`src/rtl/ide_tmg_pkg.sv`:
```
package ide_tmg_pkg;

   localparam int SETUP_MIN = 1;
   localparam int SETUP_MAX = 4;
   localparam int ACT_MIN   = 1;
   localparam int ACT_MAX   = 16;
   localparam int REC_MIN   = 2;
   localparam int REC_MAX   = 17;
   localparam int CNT_W     = $clog2(REC_MAX + 1);
   localparam int DRDY_BASE = 2;

   typedef enum logic [2:0] {
      PH_IDLE,
      PH_SETUP,
      PH_ACTIVE,
      PH_RECOV,
      PH_DONE
   } phase_e;

   typedef struct packed {
      logic [3:0] act_m1;
      logic [3:0] rec_m2;
   } tword_t;

endpackage

```
`src/rtl/ide_ns2clk.sv`:
```
module ide_ns2clk
   import ide_tmg_pkg::*;
#(
   parameter int CLK_MHZ = 33,
   parameter int NS_W    = 10
) (
   input  logic            present,
   input  logic [NS_W-1:0] setup_ns,
   input  logic [NS_W-1:0] active_ns,
   input  logic [NS_W-1:0] cycle_ns,
   output logic [2:0]      setup_clk,
   output logic [7:0]      word
);

   localparam int MHZ_W  = $clog2(CLK_MHZ + 1);
   localparam int PROD_W = NS_W + MHZ_W + 2;

   if (PROD_W < 11) begin : g_bad_width
      $error("ide_ns2clk: NS_W too small for rounding constants");
   end

   function automatic logic [PROD_W-1:0] to_clk(input logic [PROD_W-1:0] ns);
      return (ns * PROD_W'(CLK_MHZ) + PROD_W'(999)) / PROD_W'(1000);
   endfunction

   function automatic logic [4:0] clampc(input logic [PROD_W-1:0] v, input int lo, input int hi);
      if (v < PROD_W'(lo))      return 5'(lo);
      else if (v > PROD_W'(hi)) return 5'(hi);
      else                      return v[4:0];
   endfunction

   logic [PROD_W-1:0] sum_ns, gap_ns;
   logic [4:0]        s_c, a_c, r_c;
   tword_t            tw;

   always_comb begin
      sum_ns = PROD_W'(setup_ns) + PROD_W'(active_ns);
      gap_ns = (PROD_W'(cycle_ns) > sum_ns) ? PROD_W'(cycle_ns) - sum_ns : '0;
      if (present) begin
         s_c = clampc(to_clk(PROD_W'(setup_ns)), SETUP_MIN, SETUP_MAX);
         a_c = clampc(to_clk(PROD_W'(active_ns)), ACT_MIN, ACT_MAX);
         r_c = clampc(to_clk(gap_ns), REC_MIN, REC_MAX);
      end else begin
         s_c = 5'(SETUP_MIN);
         a_c = 5'(ACT_MIN);
         r_c = 5'(REC_MIN);
      end
      tw.act_m1 = 4'(a_c - 5'(ACT_MIN));
      tw.rec_m2 = 4'(r_c - 5'(REC_MIN));
   end

   assign setup_clk = s_c[2:0];
   assign word      = tw;

   always_comb begin
      AST_SETUP_IN_RANGE: assert (setup_clk >= 3'(SETUP_MIN) && setup_clk <= 3'(SETUP_MAX) || $isunknown(setup_clk));
   end

endmodule

```
`src/rtl/ide_tmg_sel.sv`:
```
module ide_tmg_sel
   import ide_tmg_pkg::*;
#(
   parameter int NDRV = 2
) (
   input  logic [NDRV-1:0][7:0] rd_words,
   input  logic [NDRV-1:0][7:0] wr_words,
   input  logic                 sel_write,
   input  logic [$clog2(NDRV)-1:0] sel_drive,
   output logic [7:0]           word
);

   logic [NDRV-1:0][7:0] dir_words;

   for (genvar d = 0; d < NDRV; d++) begin : g_dir
      assign dir_words[d] = sel_write ? wr_words[d] : rd_words[d];
   end

   assign word = dir_words[sel_drive];

endmodule

```
`src/rtl/ide_cycle_fsm.sv`:
```
module ide_cycle_fsm
   import ide_tmg_pkg::*;
(
   input  logic       clk,
   input  logic       rst_n,
   input  logic       req_valid,
   input  logic       req_write,
   input  logic       req_drive,
   input  logic [7:0] sel_word,
   input  logic [1:0] setup_field,
   output logic       req_ready,
   output logic       rd_strobe,
   output logic       wr_strobe,
   output logic       cyc_busy,
   output logic       cyc_drive,
   output logic       cyc_done
);

   phase_e           state;
   logic [CNT_W-1:0] cnt;
   logic             lat_write;
   tword_t           lat_tw;

   always_ff @(posedge clk or negedge rst_n) begin
      if (!rst_n) begin
         state     <= PH_IDLE;
         cnt       <= '0;
         lat_write <= 1'b0;
         cyc_drive <= 1'b0;
         lat_tw    <= '0;
      end else begin
         case (state)
            PH_IDLE: if (req_valid) begin
               lat_write <= req_write;
               cyc_drive <= req_drive;
               lat_tw    <= sel_word;
               cnt       <= CNT_W'(setup_field);
               state     <= PH_SETUP;
            end
            PH_SETUP: if (cnt == '0) begin
               cnt   <= CNT_W'(lat_tw.act_m1);
               state <= PH_ACTIVE;
            end else begin
               cnt <= cnt - 1'b1;
            end
            PH_ACTIVE: if (cnt == '0) begin
               cnt   <= CNT_W'(lat_tw.rec_m2) + CNT_W'(1);
               state <= PH_RECOV;
            end else begin
               cnt <= cnt - 1'b1;
            end
            PH_RECOV: if (cnt == '0) begin
               state <= PH_DONE;
            end else begin
               cnt <= cnt - 1'b1;
            end
            PH_DONE: state <= PH_IDLE;
            default: state <= PH_IDLE;
         endcase
      end
   end

   assign req_ready = (state == PH_IDLE);
   assign cyc_done  = (state == PH_DONE);
   assign cyc_busy  = (state == PH_SETUP) || (state == PH_ACTIVE) || (state == PH_RECOV);
   assign rd_strobe = (state == PH_ACTIVE) && !lat_write;
   assign wr_strobe = (state == PH_ACTIVE) && lat_write;

   AST_ONE_STROBE: assert property (@(posedge clk) disable iff (!rst_n)
      !(rd_strobe && wr_strobe));
   AST_DONE_PULSE: assert property (@(posedge clk) disable iff (!rst_n)
      cyc_done |=> !cyc_done && req_ready);
   AST_DONE_AFTER_RECOV: assert property (@(posedge clk) disable iff (!rst_n)
      $rose(cyc_done) |-> $past(state) == PH_RECOV);
   AST_READY_IDLE: assert property (@(posedge clk) disable iff (!rst_n)
      req_ready |-> !cyc_busy && !rd_strobe && !wr_strobe);
   AST_DRIVE_STABLE: assert property (@(posedge clk) disable iff (!rst_n)
      cyc_busy && $past(cyc_busy) |-> $stable(cyc_drive));
   AST_STROBE_AFTER_SETUP: assert property (@(posedge clk) disable iff (!rst_n)
      $rose(rd_strobe || wr_strobe) |-> $past(state) == PH_SETUP);

endmodule

```
`src/rtl/ide_pio_timing.sv`:
```
module ide_pio_timing
   import ide_tmg_pkg::*;
#(
   parameter int CLK_MHZ = 33,
   parameter int NS_W    = 10
) (
   input  logic            clk,
   input  logic            rst_n,
   input  logic [7:0]      rd_word0,
   input  logic [7:0]      wr_word0,
   input  logic [7:0]      rd_word1,
   input  logic [7:0]      wr_word1,
   input  logic [7:0]      chan_cfg,
   input  logic            req_valid,
   input  logic            req_write,
   input  logic            req_drive,
   output logic            req_ready,
   output logic            rd_strobe,
   output logic            wr_strobe,
   output logic            cyc_busy,
   output logic            cyc_drive,
   output logic            cyc_done,
   output logic            cyc_prefetch,
   output logic [2:0]      drdy_clks,
   input  logic [1:0]      cv_present,
   input  logic [NS_W-1:0] cv_setup_ns0,
   input  logic [NS_W-1:0] cv_active_ns0,
   input  logic [NS_W-1:0] cv_cycle_ns0,
   input  logic [NS_W-1:0] cv_setup_ns1,
   input  logic [NS_W-1:0] cv_active_ns1,
   input  logic [NS_W-1:0] cv_cycle_ns1,
   output logic [7:0]      cv_word0,
   output logic [7:0]      cv_word1,
   output logic [1:0]      cv_setup_field
);

   localparam int NDRV = 2;

   if (CLK_MHZ < 1 || CLK_MHZ > 1000) begin : g_bad_clk
      $error("ide_pio_timing: CLK_MHZ out of range");
   end

   logic [NDRV-1:0][7:0] rd_words, wr_words;
   logic [7:0]           sel_word;
   logic                 pf_en;

   assign rd_words  = {rd_word1, rd_word0};
   assign wr_words  = {wr_word1, wr_word0};
   assign pf_en     = chan_cfg[6];
   assign drdy_clks = 3'(chan_cfg[2:1]) + 3'(DRDY_BASE);

   ide_tmg_sel #(.NDRV(NDRV)) u_sel (
      .rd_words  (rd_words),
      .wr_words  (wr_words),
      .sel_write (req_write),
      .sel_drive (req_drive),
      .word      (sel_word)
   );

   ide_cycle_fsm u_fsm (
      .clk         (clk),
      .rst_n       (rst_n),
      .req_valid   (req_valid),
      .req_write   (req_write),
      .req_drive   (req_drive),
      .sel_word    (sel_word),
      .setup_field (chan_cfg[5:4]),
      .req_ready   (req_ready),
      .rd_strobe   (rd_strobe),
      .wr_strobe   (wr_strobe),
      .cyc_busy    (cyc_busy),
      .cyc_drive   (cyc_drive),
      .cyc_done    (cyc_done)
   );

   assign cyc_prefetch = rd_strobe && pf_en;

   AST_PF_READ_ONLY: assert property (@(posedge clk) disable iff (!rst_n)
      cyc_prefetch |-> rd_strobe && !wr_strobe);

   logic [NDRV-1:0][NS_W-1:0] s_ns, a_ns, c_ns;
   logic [NDRV-1:0][2:0]      s_clk;
   logic [NDRV-1:0][7:0]      words;

   assign s_ns = {cv_setup_ns1, cv_setup_ns0};
   assign a_ns = {cv_active_ns1, cv_active_ns0};
   assign c_ns = {cv_cycle_ns1, cv_cycle_ns0};

   for (genvar d = 0; d < NDRV; d++) begin : g_cvt
      ide_ns2clk #(.CLK_MHZ(CLK_MHZ), .NS_W(NS_W)) u_cvt (
         .present   (cv_present[d]),
         .setup_ns  (s_ns[d]),
         .active_ns (a_ns[d]),
         .cycle_ns  (c_ns[d]),
         .setup_clk (s_clk[d]),
         .word      (words[d])
      );
   end

   logic [2:0] s_max;
   assign s_max          = (s_clk[0] > s_clk[1]) ? s_clk[0] : s_clk[1];
   assign cv_setup_field = 2'(s_max - 3'(SETUP_MIN));
   assign cv_word0       = words[0];
   assign cv_word1       = words[1];

endmodule

```
`config.mk`:
```
export PLATFORM = sky130hd
export DESIGN_NAME = ide_pio_timing
export DESIGN_NICKNAME = d
export VERILOG_FILES = /design/src/rtl/ide_tmg_pkg.sv /design/src/rtl/ide_ns2clk.sv /design/src/rtl/ide_tmg_sel.sv /design/src/rtl/ide_cycle_fsm.sv /design/src/rtl/ide_pio_timing.sv
export SDC_FILE = /design/constraint.sdc
export NUM_CORES = 1
export LEC_CHECK = 0
export ABC_AREA = 1
export BUFFER_PORTS_ARGS = -buffer_cell sky130_fd_sc_hd__buf_4
export CAP_MARGIN = 20
export CORE_MARGIN = 5
export CORE_UTILIZATION = 25
export DETAILED_ROUTE_END_ITERATION = 8
export HOLD_SLACK_MARGIN = 0.1
export SLEW_MARGIN = 10
export SYNTH_ARGS = -nofsm -noshare
export SYNTH_HDL_FRONTEND = slang
export SYNTH_SLANG_ARGS = --single-unit
```
`constraint.sdc`:
```
create_clock -name clk -period 26.5 [get_ports clk]
set_input_delay 2.65 -clock clk [delete_from_list [all_inputs] [get_ports clk]]
set_output_delay 2.65 -clock clk [all_outputs]
set_load 0.02 [all_outputs]
```
## Word-level counts from Yosys, hierarchy flattened

Index checks and enable logic that the tools add are counted.

| word-level totals | value |
|---|---|
| register bits | 18 |
| output and inout bits | 28 |
| word-level logic and storage cells | 108 |

| cells by class | value |
|---|---|
| add/sub/neg operators | 18 |
| $mul | 6 |
| div/mod/pow operators | 6 |
| magnitude comparators | 16 |
| equal/unequal tests | 9 |
| multiplexer cells | 35 |
| reductions and logical operators | 12 |

Operators with widths:

| cell | number |
|---|---|
| 18-bit by 10-bit divider with 18-bit output (second input constant) | 6 |
| 18-bit by 5-bit greater-than comparator with 1-bit output (second input constant) | 4 |
| 18-bit by 1-bit < comparator with 1-bit output (second input constant) | 4 |
| 16-bit by 10-bit adder with 17-bit output (second input constant) | 4 |
| 10-bit by 6-bit multiplier with 16-bit output (second input constant) | 4 |
| 4-bit two-way mux | 12 |
| 18-bit by 10-bit adder with 18-bit output (second input constant) | 2 |
| 10-bit by 18-bit greater-than comparator with 1-bit output | 2 |
| 18-bit by 3-bit greater-than comparator with 1-bit output (second input constant) | 2 |
| 18-bit by 2-bit < comparator with 1-bit output (second input constant) | 2 |
| 18-bit by 6-bit multiplier with 18-bit output (second input constant) | 2 |
| 18-bit two-way mux | 2 |
| 10-bit by 18-bit subtractor with 18-bit output | 2 |
| 8-bit two-way mux | 4 |
| 3-bit two-way mux | 10 |
| 10-bit by 10-bit adder with 11-bit output | 2 |
| 5-bit two-way mux | 4 |
| 5-bit one-hot mux with 4 select lines | 1 |
| 3-bit one-hot mux with 4 select lines | 1 |
| 4-bit by 1-bit subtractor with 4-bit output (second input constant) | 2 |
| 4-bit by 2-bit subtractor with 4-bit output (second input constant) | 2 |
| 3-bit by 2-bit equality test with 1-bit output (second input constant) | 2 |
| 2-bit by 1-bit inequality test with 1-bit output (second input constant) | 3 |
| 4-bit by 1-bit adder with 5-bit output (second input constant) | 1 |
| other kinds (18) | 22 |

## Logic depth before layout (Yosys ltp)

Gate-level depths: netlist (run 1).

| depth | value |
|---|---|
| depth after elaboration | 11 |
| mapped depth | 85 |
| gate-level depth less buffers | 85 |

## By module

A second synthesis (run 1) with hierarchy kept.

| second synthesis, totals | value |
|---|---|
| cell total of the unflattened synthesis | 2,844 |
| area, all modules | 16,494.6 µm² |

Modules (own cells, without submodules):

| module | times used | cells an instance | area each (µm²) |
|---|---|---|---|
| ide_ns2clk | 2 | 1,288 | 7,397.1 |
| ide_cycle_fsm | 1 | 141 | 1,126.1 |
| ide_tmg_sel | 1 | 94 | 395.4 |
| ide_pio_timing | 1 | 33 | 178.9 |

## Least setup slack after synthesis (run 1)

No wires, ideal clock.

| timing | value |
|---|---|
| path kind | input-to-output |
| from | in cv_setup_ns0[2] |
| to | out cv_word0[3] |
| data arrival time | 12.308 ns |
| setup slack | 11.542 ns |
| cell stages on the path | 78 |
| path through | ha_1 -> a21oi_1 -> nand2_1 -> a21oi_1 -> o21bai_1 -> a21oi_1 -> o21bai_1 -> nand2_1 -> nand2_1 -> a21oi_1 -> xor2_1 -> ha_1 -> nor2_1 -> nor2_1 -> nand2_1 -> nor2_1 -> nand2_1 -> a21oi_2 -> [42 not listed] -> nand2_1 -> nand2_2 -> inv_2 -> nand2_2 -> inv_2 -> nand2_4 -> nand2_2 -> nand2_1 -> nand2_1 -> nor2_2 -> nand3_2 -> nand2_4 -> nor2_2 -> nand2_1 -> nand2_1 -> a21oi_1 -> ha_1 -> xnor2_1 |

| on the way | value |
|---|---|
| word-level cells in the longest chain between the ends | 11 |
| elaborated cells on any way between the ends | 13 |
| classes of those cells | 4 x add/sub; 1 x mul; 1 x div; 3 x order compare; 4 x mux |

Ends and longest elaborated chain:

| item | line | source |
|---|---|---|
| start, declared | ide_pio_timing.sv:26 | `input logic [NS_W-1:0] cv_setup_ns0,` |
| 10-bit by 10-bit adder with 11-bit output (*) | ide_ns2clk.sv:37 | `sum_ns = PROD_W'(setup_ns) + PROD_W'(active_ns);` |
| 10-bit by 18-bit subtractor with 18-bit output / 10-bit by 18-bit greater-than comparator with 1-bit output (equally long branches) | ide_ns2clk.sv:38 | `gap_ns = (PROD_W'(cycle_ns) > sum_ns) ? PROD_W'(cycle_ns) - sum_ns : '0;` |
| 18-bit two-way mux (*) | ide_ns2clk.sv:38 |  |
| 18-bit by 6-bit multiplier with 18-bit output (*) | ide_ns2clk.sv:23 | `return (ns * PROD_W'(CLK_MHZ) + PROD_W'(999)) / PROD_W'(1000);` |
| 18-bit by 10-bit adder with 18-bit output (*) | ide_ns2clk.sv:23 |  |
| 18-bit by 10-bit divider with 18-bit output (*) | ide_ns2clk.sv:23 |  |
| 18-bit by 5-bit greater-than comparator with 1-bit output | ide_ns2clk.sv:28 | `else if (v > PROD_W'(hi)) return 5'(hi);` |
| 4-bit two-way mux | ide_ns2clk.sv:28 |  |
| 4-bit two-way mux (*) | ide_ns2clk.sv:27 | `if (v < PROD_W'(lo)) return 5'(lo);` |
| 4-bit two-way mux (*) | ide_ns2clk.sv:39 | `if (present) begin` |
| 4-bit by 2-bit subtractor with 4-bit output (*) | ide_ns2clk.sv:49 | `tw.rec_m2 = 4'(r_c - 5'(REC_MIN));` |
| end, declared | ide_pio_timing.sv:32 | `output logic [7:0] cv_word0,` |

Every way passes the cells marked *; elsewhere a longest branch is shown, timed or not.

## Final worst setup path (run 1)

Same ends and word-level chain as after synthesis.

==> impl_metrics.env, run 1 <==
export IMPL_status="completed"
export IMPL_synth_seq_cells=18
export IMPL_clkLatencyLatePin_ns=0.24
export IMPL_maxSlewViolCount=0
export IMPL_cts_hold_buf=0
export IMPL_fillers=7083
export IMPL_final_setup_worst_slack_ns=9.850
export IMPL_maxCapViolations=0
export IMPL_numCtsBuffers=3
export IMPL_dr_pass1_iters=5
export IMPL_tns_ns=0
export IMPL_route_vias_total=16140
export IMPL_grt_pass1_wl_mm=65.12
export IMPL_layout_drive_gt1_share_pct=11.02
export IMPL_start_util_pct=25.14
export IMPL_post_route_period_util_pct=62.83
export IMPL_required_ns=23.85
export IMPL_grt_overflow=0
export IMPL_final_hold_viol_count=0
export IMPL_portBuffers=129
export IMPL_critPathBufInv=9
export IMPL_setup_worst_path_start="cv_setup_ns0[2]"
export IMPL_post_cts_resized=0
export IMPL_cp_start_kind="input pin"
export IMPL_wirelength_mm=38.27
export IMPL_clk_path_buf_depth=2
export IMPL_die_x_um=261.2
export IMPL_rsz0062_at_grt="no"
export IMPL_hold_path_class="reg -> reg"
export IMPL_grtUsageTotal_pct=10.69
export IMPL_dp_cells=3702
export IMPL_async_flop_share_pct=100.0
export IMPL_post_place_ws_ns=9.736
export IMPL_cts_setup_buffers=0
export IMPL_cts_sinks=18
export IMPL_synth_edff_count=0
export IMPL_area_growth_pct=13.10
export IMPL_synth_avg_cell_area_um2=5.780
export IMPL_grt_max_degree=19
export IMPL_crit_slowest_cell="xnor2_1"
export IMPL_critPathTopFamily="simple AND/OR/NAND/NOR gates"
export IMPL_avgViaCountPerCell=4.356
export IMPL_synth_top_flop_cell="dfrtp_1"
export IMPL_hold_ws_ns=0.4784
export IMPL_crit_fanout=10
export IMPL_ant_nets=0
export IMPL_drtIter0Drc=731
export IMPL_crit_type="in -> out"
export IMPL_core_area_mm2=0.06274
export IMPL_hpwl_mm=34.27
export IMPL_diodes=0
export IMPL_yosysUniqueCellTypes=60
export IMPL_critPathArrivalTime_ns=14.00
export IMPL_drc=0
export IMPL_place_congestion=0.8572
export IMPL_seq_area_frac_synth_pct=2.856
export IMPL_finalCriticalPeriod_ns=16.65
export IMPL_fmax_ghz=0.06006
export IMPL_relSlewSlack_pct=47.90
export IMPL_max_stage_delay_ns=0.46
export IMPL_path_clk_slew_ns=0.05
export IMPL_cp_end_kind="primary output"
export IMPL_setup_viol=0
export IMPL_finClkSkew_ns=0.002841
export IMPL_yosys_warnings=0
export IMPL_cts_root_buffer="clkbuf_16"
export IMPL_rows=92
export IMPL_h_tree_depth=1
export IMPL_syn_inst=2729
export IMPL_crit_path_frequent_cell="nand2_1"
export IMPL_antenna_found_initial=0
export IMPL_syn_area_mm2=0.01577
export IMPL_min_from="u_fsm.lat_tw[4]$_DFFE_PN0P_"
export IMPL_wl_per_cell_um=10.33
export IMPL_die_h_um=261.2
export IMPL_ios=135
export IMPL_finalNonFillerCells=3705
export IMPL_die_area_mm2=0.06822
export IMPL_layout_nets=3237
export IMPL_r2r_start="u_fsm.cnt[0]$_DFFE_PN0P_"
export IMPL_grt_pass1_vias=14870
export IMPL_cts_tree="built"
export IMPL_tightest_slew_ns=0.7787
## Yosys cell counts (all sizes together) (2+ instances only)
cell | n | area [µm²]
o22ai | 12 | 75.07
nor3 | 28 | 150.1
a21o | 4 | 30.03
nand4 | 37 | 237.7
nand3b | 13 | 97.59
nor4 | 7 | 43.79
o21a | 3 | 22.52
clkbuf | 4 | 15.01
a21oi | 114 | 608.1
nor2 | 270 | 1141
inv | 540 | 2029
xnor2 | 35 | 306.5
o211ai | 16 | 120.1
a31oi | 9 | 56.30
nand3 | 236 | 1339
or2 | 10 | 62.56
ha | 239 | 2990
fa | 30 | 600.6
buf | 7 | 55.05
o21ai | 149 | 768.3
and2 | 10 | 62.56
a221oi | 2 | 17.52
o21bai | 27 | 202.7
a22oi | 2 | 15.01
dfrtp | 18 | 450.4
o2111ai | 2 | 17.52
clkinv | 2 | 7.510
a21boi | 3 | 26.27
xor2 | 107 | 963.4
nand2 | 783 | 3184
## layout make-up
| cell class | count | area [µm²] | share of cell area (%) |
|---|---|---|---|
| Clock buffer | 3 | 75.07 | 0.4208 |
| Inverter | 542 | 2037 | 11.42 |
| Multi-Input combinational cell | 2167 | 13250 | 74.27 |
| Sequential cell | 18 | 450.4 | 2.525 |
| Tap cell | 846 | 1059 | 5.934 |
| Timing Repair Buffer | 129 | 968.4 | 5.429 |
## worst paths after layout
check                      cells after the start  slack, ns                          end
max                                           78       9.85                  cv_word0[3]
min                                            2       0.48  u_fsm.lat_tw[4]$_DFFE_PN0P_
max reg2reg                                   12      23.88  u_fsm.cyc_drive$_DFFE_PN0P_
min reg2reg                                    2       0.48  u_fsm.lat_tw[4]$_DFFE_PN0P_
max in group asynchronous                      1      24.04  u_fsm.lat_tw[5]$_DFFE_PN0P_
min in group asynchronous                      1       2.27   u_fsm.state[0]$_DFFE_PN0P_
## routing by layer
| layer | global-route usage, % | wire, µm | vias to the layer above |
|---|---|---|---|
| met1 | 14.49 | 19150 | 7087 |
| met5 | 0 | 0 | - |
| met4 | 0.3942 | 89 | 0 |
| met2 | 19.92 | 18510 | 113 |
| met3 | 0.3857 | 520 | 8 |
| li1 | - | - | 8932 |
## through the flow
step | util (%) | area, µm²
after CTS | 28.43 | 17840
after global placement | 28.31 | 17760
after detailed placement | 28.31 | 17760
after floorplan | - | 15810
after global routing | 28.43 | 17840
final | 28.43 | 17840
## flip-flops by register name (all words and copies together) (netlist names)
signal	flops
u_fsm.state	3
u_fsm.lat_tw	8
u_fsm.cnt	5
u_fsm.lat_write	1
u_fsm.cyc_drive	1
## cells in the final DEF (no fill, tap or decap), drive strengths merged, types with 28 or more instances in the layout
| master | instances |
|---|---|
| nand3 | 236 |
| ha | 239 |
| inv | 540 |
| fa | 30 |
| nor2 | 270 |
| buf | 129 |
| o21ai | 149 |
| a21oi | 114 |
| xor2 | 107 |
| nand2 | 783 |
| xnor2 | 35 |
| nand4 | 37 |
| nor3 | 28 |
## worst reg2reg max path, stage by stage, from the launching register on
cell	delay [ns]
dfrtp_1	0.36
inv_1	0.09
ha_1	0.23
nand3_1	0.12
nor2_1	0.10
inv_1	0.21
nor2_1	0.09
nor2_1	0.09
nand2_1	0.16
nor2_1	0.64
inv_1	0.26
nand2_1	0.10
o21ai_0	0.07
## cell families (layout without fill, tap and decap cells)
logic type,count (synthesis),count (layout),share of synthesized area [%]
XOR/XNOR,142,142,8.052
AO/OA/AOI/OAI,348,348,12.71
buffers and inverters,553,674,13.36
AND/OR/NAND/NOR,1398,1398,40.23
adder cells (fa/ha/maj),269,269,22.77
flip-flops,18,18,2.856
other,1,10,0.02378
Power of run 1 is not shown: default switching activity piles up to over one toggle a cycle in this logic, so the estimate is an artifact.
==> run 2, diff against run 1 <==
Clock period 26.5 ns to 17.08 ns, I/O delays scaled along.
==> impl_metrics.env, run 2 (same netlist as run 1, synthesis figures left out) <==
export IMPL_status="completed"
export IMPL_ant_nets=0
export IMPL_area_growth_pct=13.10
export IMPL_clk_path_buf_depth=2
export IMPL_cp_end_kind="primary output"
export IMPL_place_congestion=0.8528
export IMPL_grt_max_degree=19
export IMPL_cts_tree="built"
export IMPL_cts_root_buffer="clkbuf_16"
export IMPL_setup_viol=0
export IMPL_wl_per_cell_um=10.31
export IMPL_drtIter0Drc=574
export IMPL_reg2reg_setup_slack_ns=14.44
export IMPL_cts_hold_buf=0
export IMPL_finClkSkew_ns=0.004699
export IMPL_cp_start_kind="input pin"
export IMPL_die_area_mm2=0.06822
export IMPL_tns_ns=0
export IMPL_grt_pass1_wl_mm=65.86
export IMPL_rsz0062_at_grt="no"
export IMPL_top_regs="u_fsm.lat_tw x8, u_fsm.cnt x5, u_fsm.state x3"
export IMPL_required_ns=15.37
export IMPL_grtUsageTotal_pct=10.83
export IMPL_final_hold_viol_count=0
export IMPL_post_route_period_util_pct=86.76
export IMPL_grt_overflow=0
export IMPL_tightest_slew_ns=0.7857
export IMPL_final_common_cell="nand2_1"
export IMPL_diodes=0
export IMPL_crit_slowest_cell="nor3_1"
export IMPL_relSlewSlack_pct=47.42
export IMPL_antenna_found_initial=0
export IMPL_regMostFlops="u_fsm.lat_tw"
export IMPL_crit_path_frequent_cell="nand2_1"
export IMPL_h_tree_depth=1
export IMPL_fillers=7142
export IMPL_maxSlewViolCount=0
export IMPL_core_area_mm2=0.06274
export IMPL_post_cts_resized=0
export IMPL_cts_sinks=18
export IMPL_layout_drive_gt1_share_pct=11.02
export IMPL_largest_reg_flops=8
export IMPL_drc=0
export IMPL_hold_path_class="reg -> reg"
export IMPL_hpwl_mm=34.30
export IMPL_start_util_pct=25.14
export IMPL_grt_pass1_vias=14970
export IMPL_multiInputGateArea_mm2=0.01325
export IMPL_clkLatencyLatePin_ns=0.25
export IMPL_finalCriticalPeriod_ns=14.82
export IMPL_cts_setup_buffers=0
export IMPL_crit_type="in -> out"
export IMPL_numCtsBuffers=3
export IMPL_rows=92
export IMPL_die_x_um=261.2
export IMPL_final_cell_mix="nand2_1, inv_1, ha_1, nor2_1, nand3_1"
export IMPL_maxCapViolations=0
export IMPL_fmax_ghz=0.06748
export IMPL_path_clk_slew_ns=0.05
export IMPL_wirelength_mm=38.18
export IMPL_crit_fanout=10
export IMPL_layout_nets=3237
export IMPL_avgViaCountPerCell=4.354
export IMPL_dr_pass1_iters=6
export IMPL_portBuffers=129
export IMPL_max_stage_delay_ns=0.49
export IMPL_route_vias_total=16130
export IMPL_regArea_um2=450.4
export IMPL_die_h_um=261.2
export IMPL_ios=135
export IMPL_critPathArrivalTime_ns=13.11
## run 2: final cells by class
class	count	area share [%]
tap	846	5.934
sequential	18	2.525
multi-input combinational	2167	74.27
inverter	542	11.42
clock buffer	3	0.4208
timing repair buffer	129	5.429
## run 2: path summary, 6_finish.rpt
check,from,endpoint,cells past startpoint
max,cv_setup_ns0[2],cv_word0[3],74
min,u_fsm.lat_tw[4]$_DFFE_PN0P_,u_fsm.lat_tw[4]$_DFFE_PN0P_,2
max reg2reg,u_fsm.cnt[0]$_DFFE_PN0P_,u_fsm.cyc_drive$_DFFE_PN0P_,12
min reg2reg,u_fsm.lat_tw[4]$_DFFE_PN0P_,u_fsm.lat_tw[4]$_DFFE_PN0P_,2
max in group asynchronous,rst_n,u_fsm.lat_tw[1]$_DFFE_PN0P_,1
min in group asynchronous,rst_n,u_fsm.state[0]$_DFFE_PN0P_,1
## run 2: per-layer routing
layer / global-route usage [%] / share of wire [%] / routed length, µm / vias up
li1: - / - / - / 8936
met5: 0 / 0 / 0 / -
met4: 0.5109 / 0.36 / 136 / 0
met2: 20.02 / 48 / 18480 / 111
met3: 0.5110 / 1.8 / 697 / 14
met1: 14.67 / 49 / 18870 / 7069
## run 2: critical path: cells and delay by family
family                   cells  cell delay, ns
buffers and inverters        8            1.14
AO/OA/AOI/OAI               15            2.49
adder cells (fa/ha/maj)      7            2.40
AND/OR/NAND/NOR             42            4.71
XOR/XNOR                     2            0.66
## run 2: through the flow
step           cell area (µm²)  std cells  setup WS [ns]  hold slack [ns]  utilization, %
6_report                 17840       3705          2.262           0.4758           28.43
5_1_grt                  17840       3705         0.9087           0.5219           28.43
4_1_cts                  17840       3705          2.179           0.4795           28.43
3_3_place_gp             17760       3702          2.280           0.4529           28.31
2_1_floorplan            15810       2738          4.006           0.4367               -
3_5_place_dp             17760       3702          2.202           0.4672           28.31
Power of run 2 is left out for the same reason.
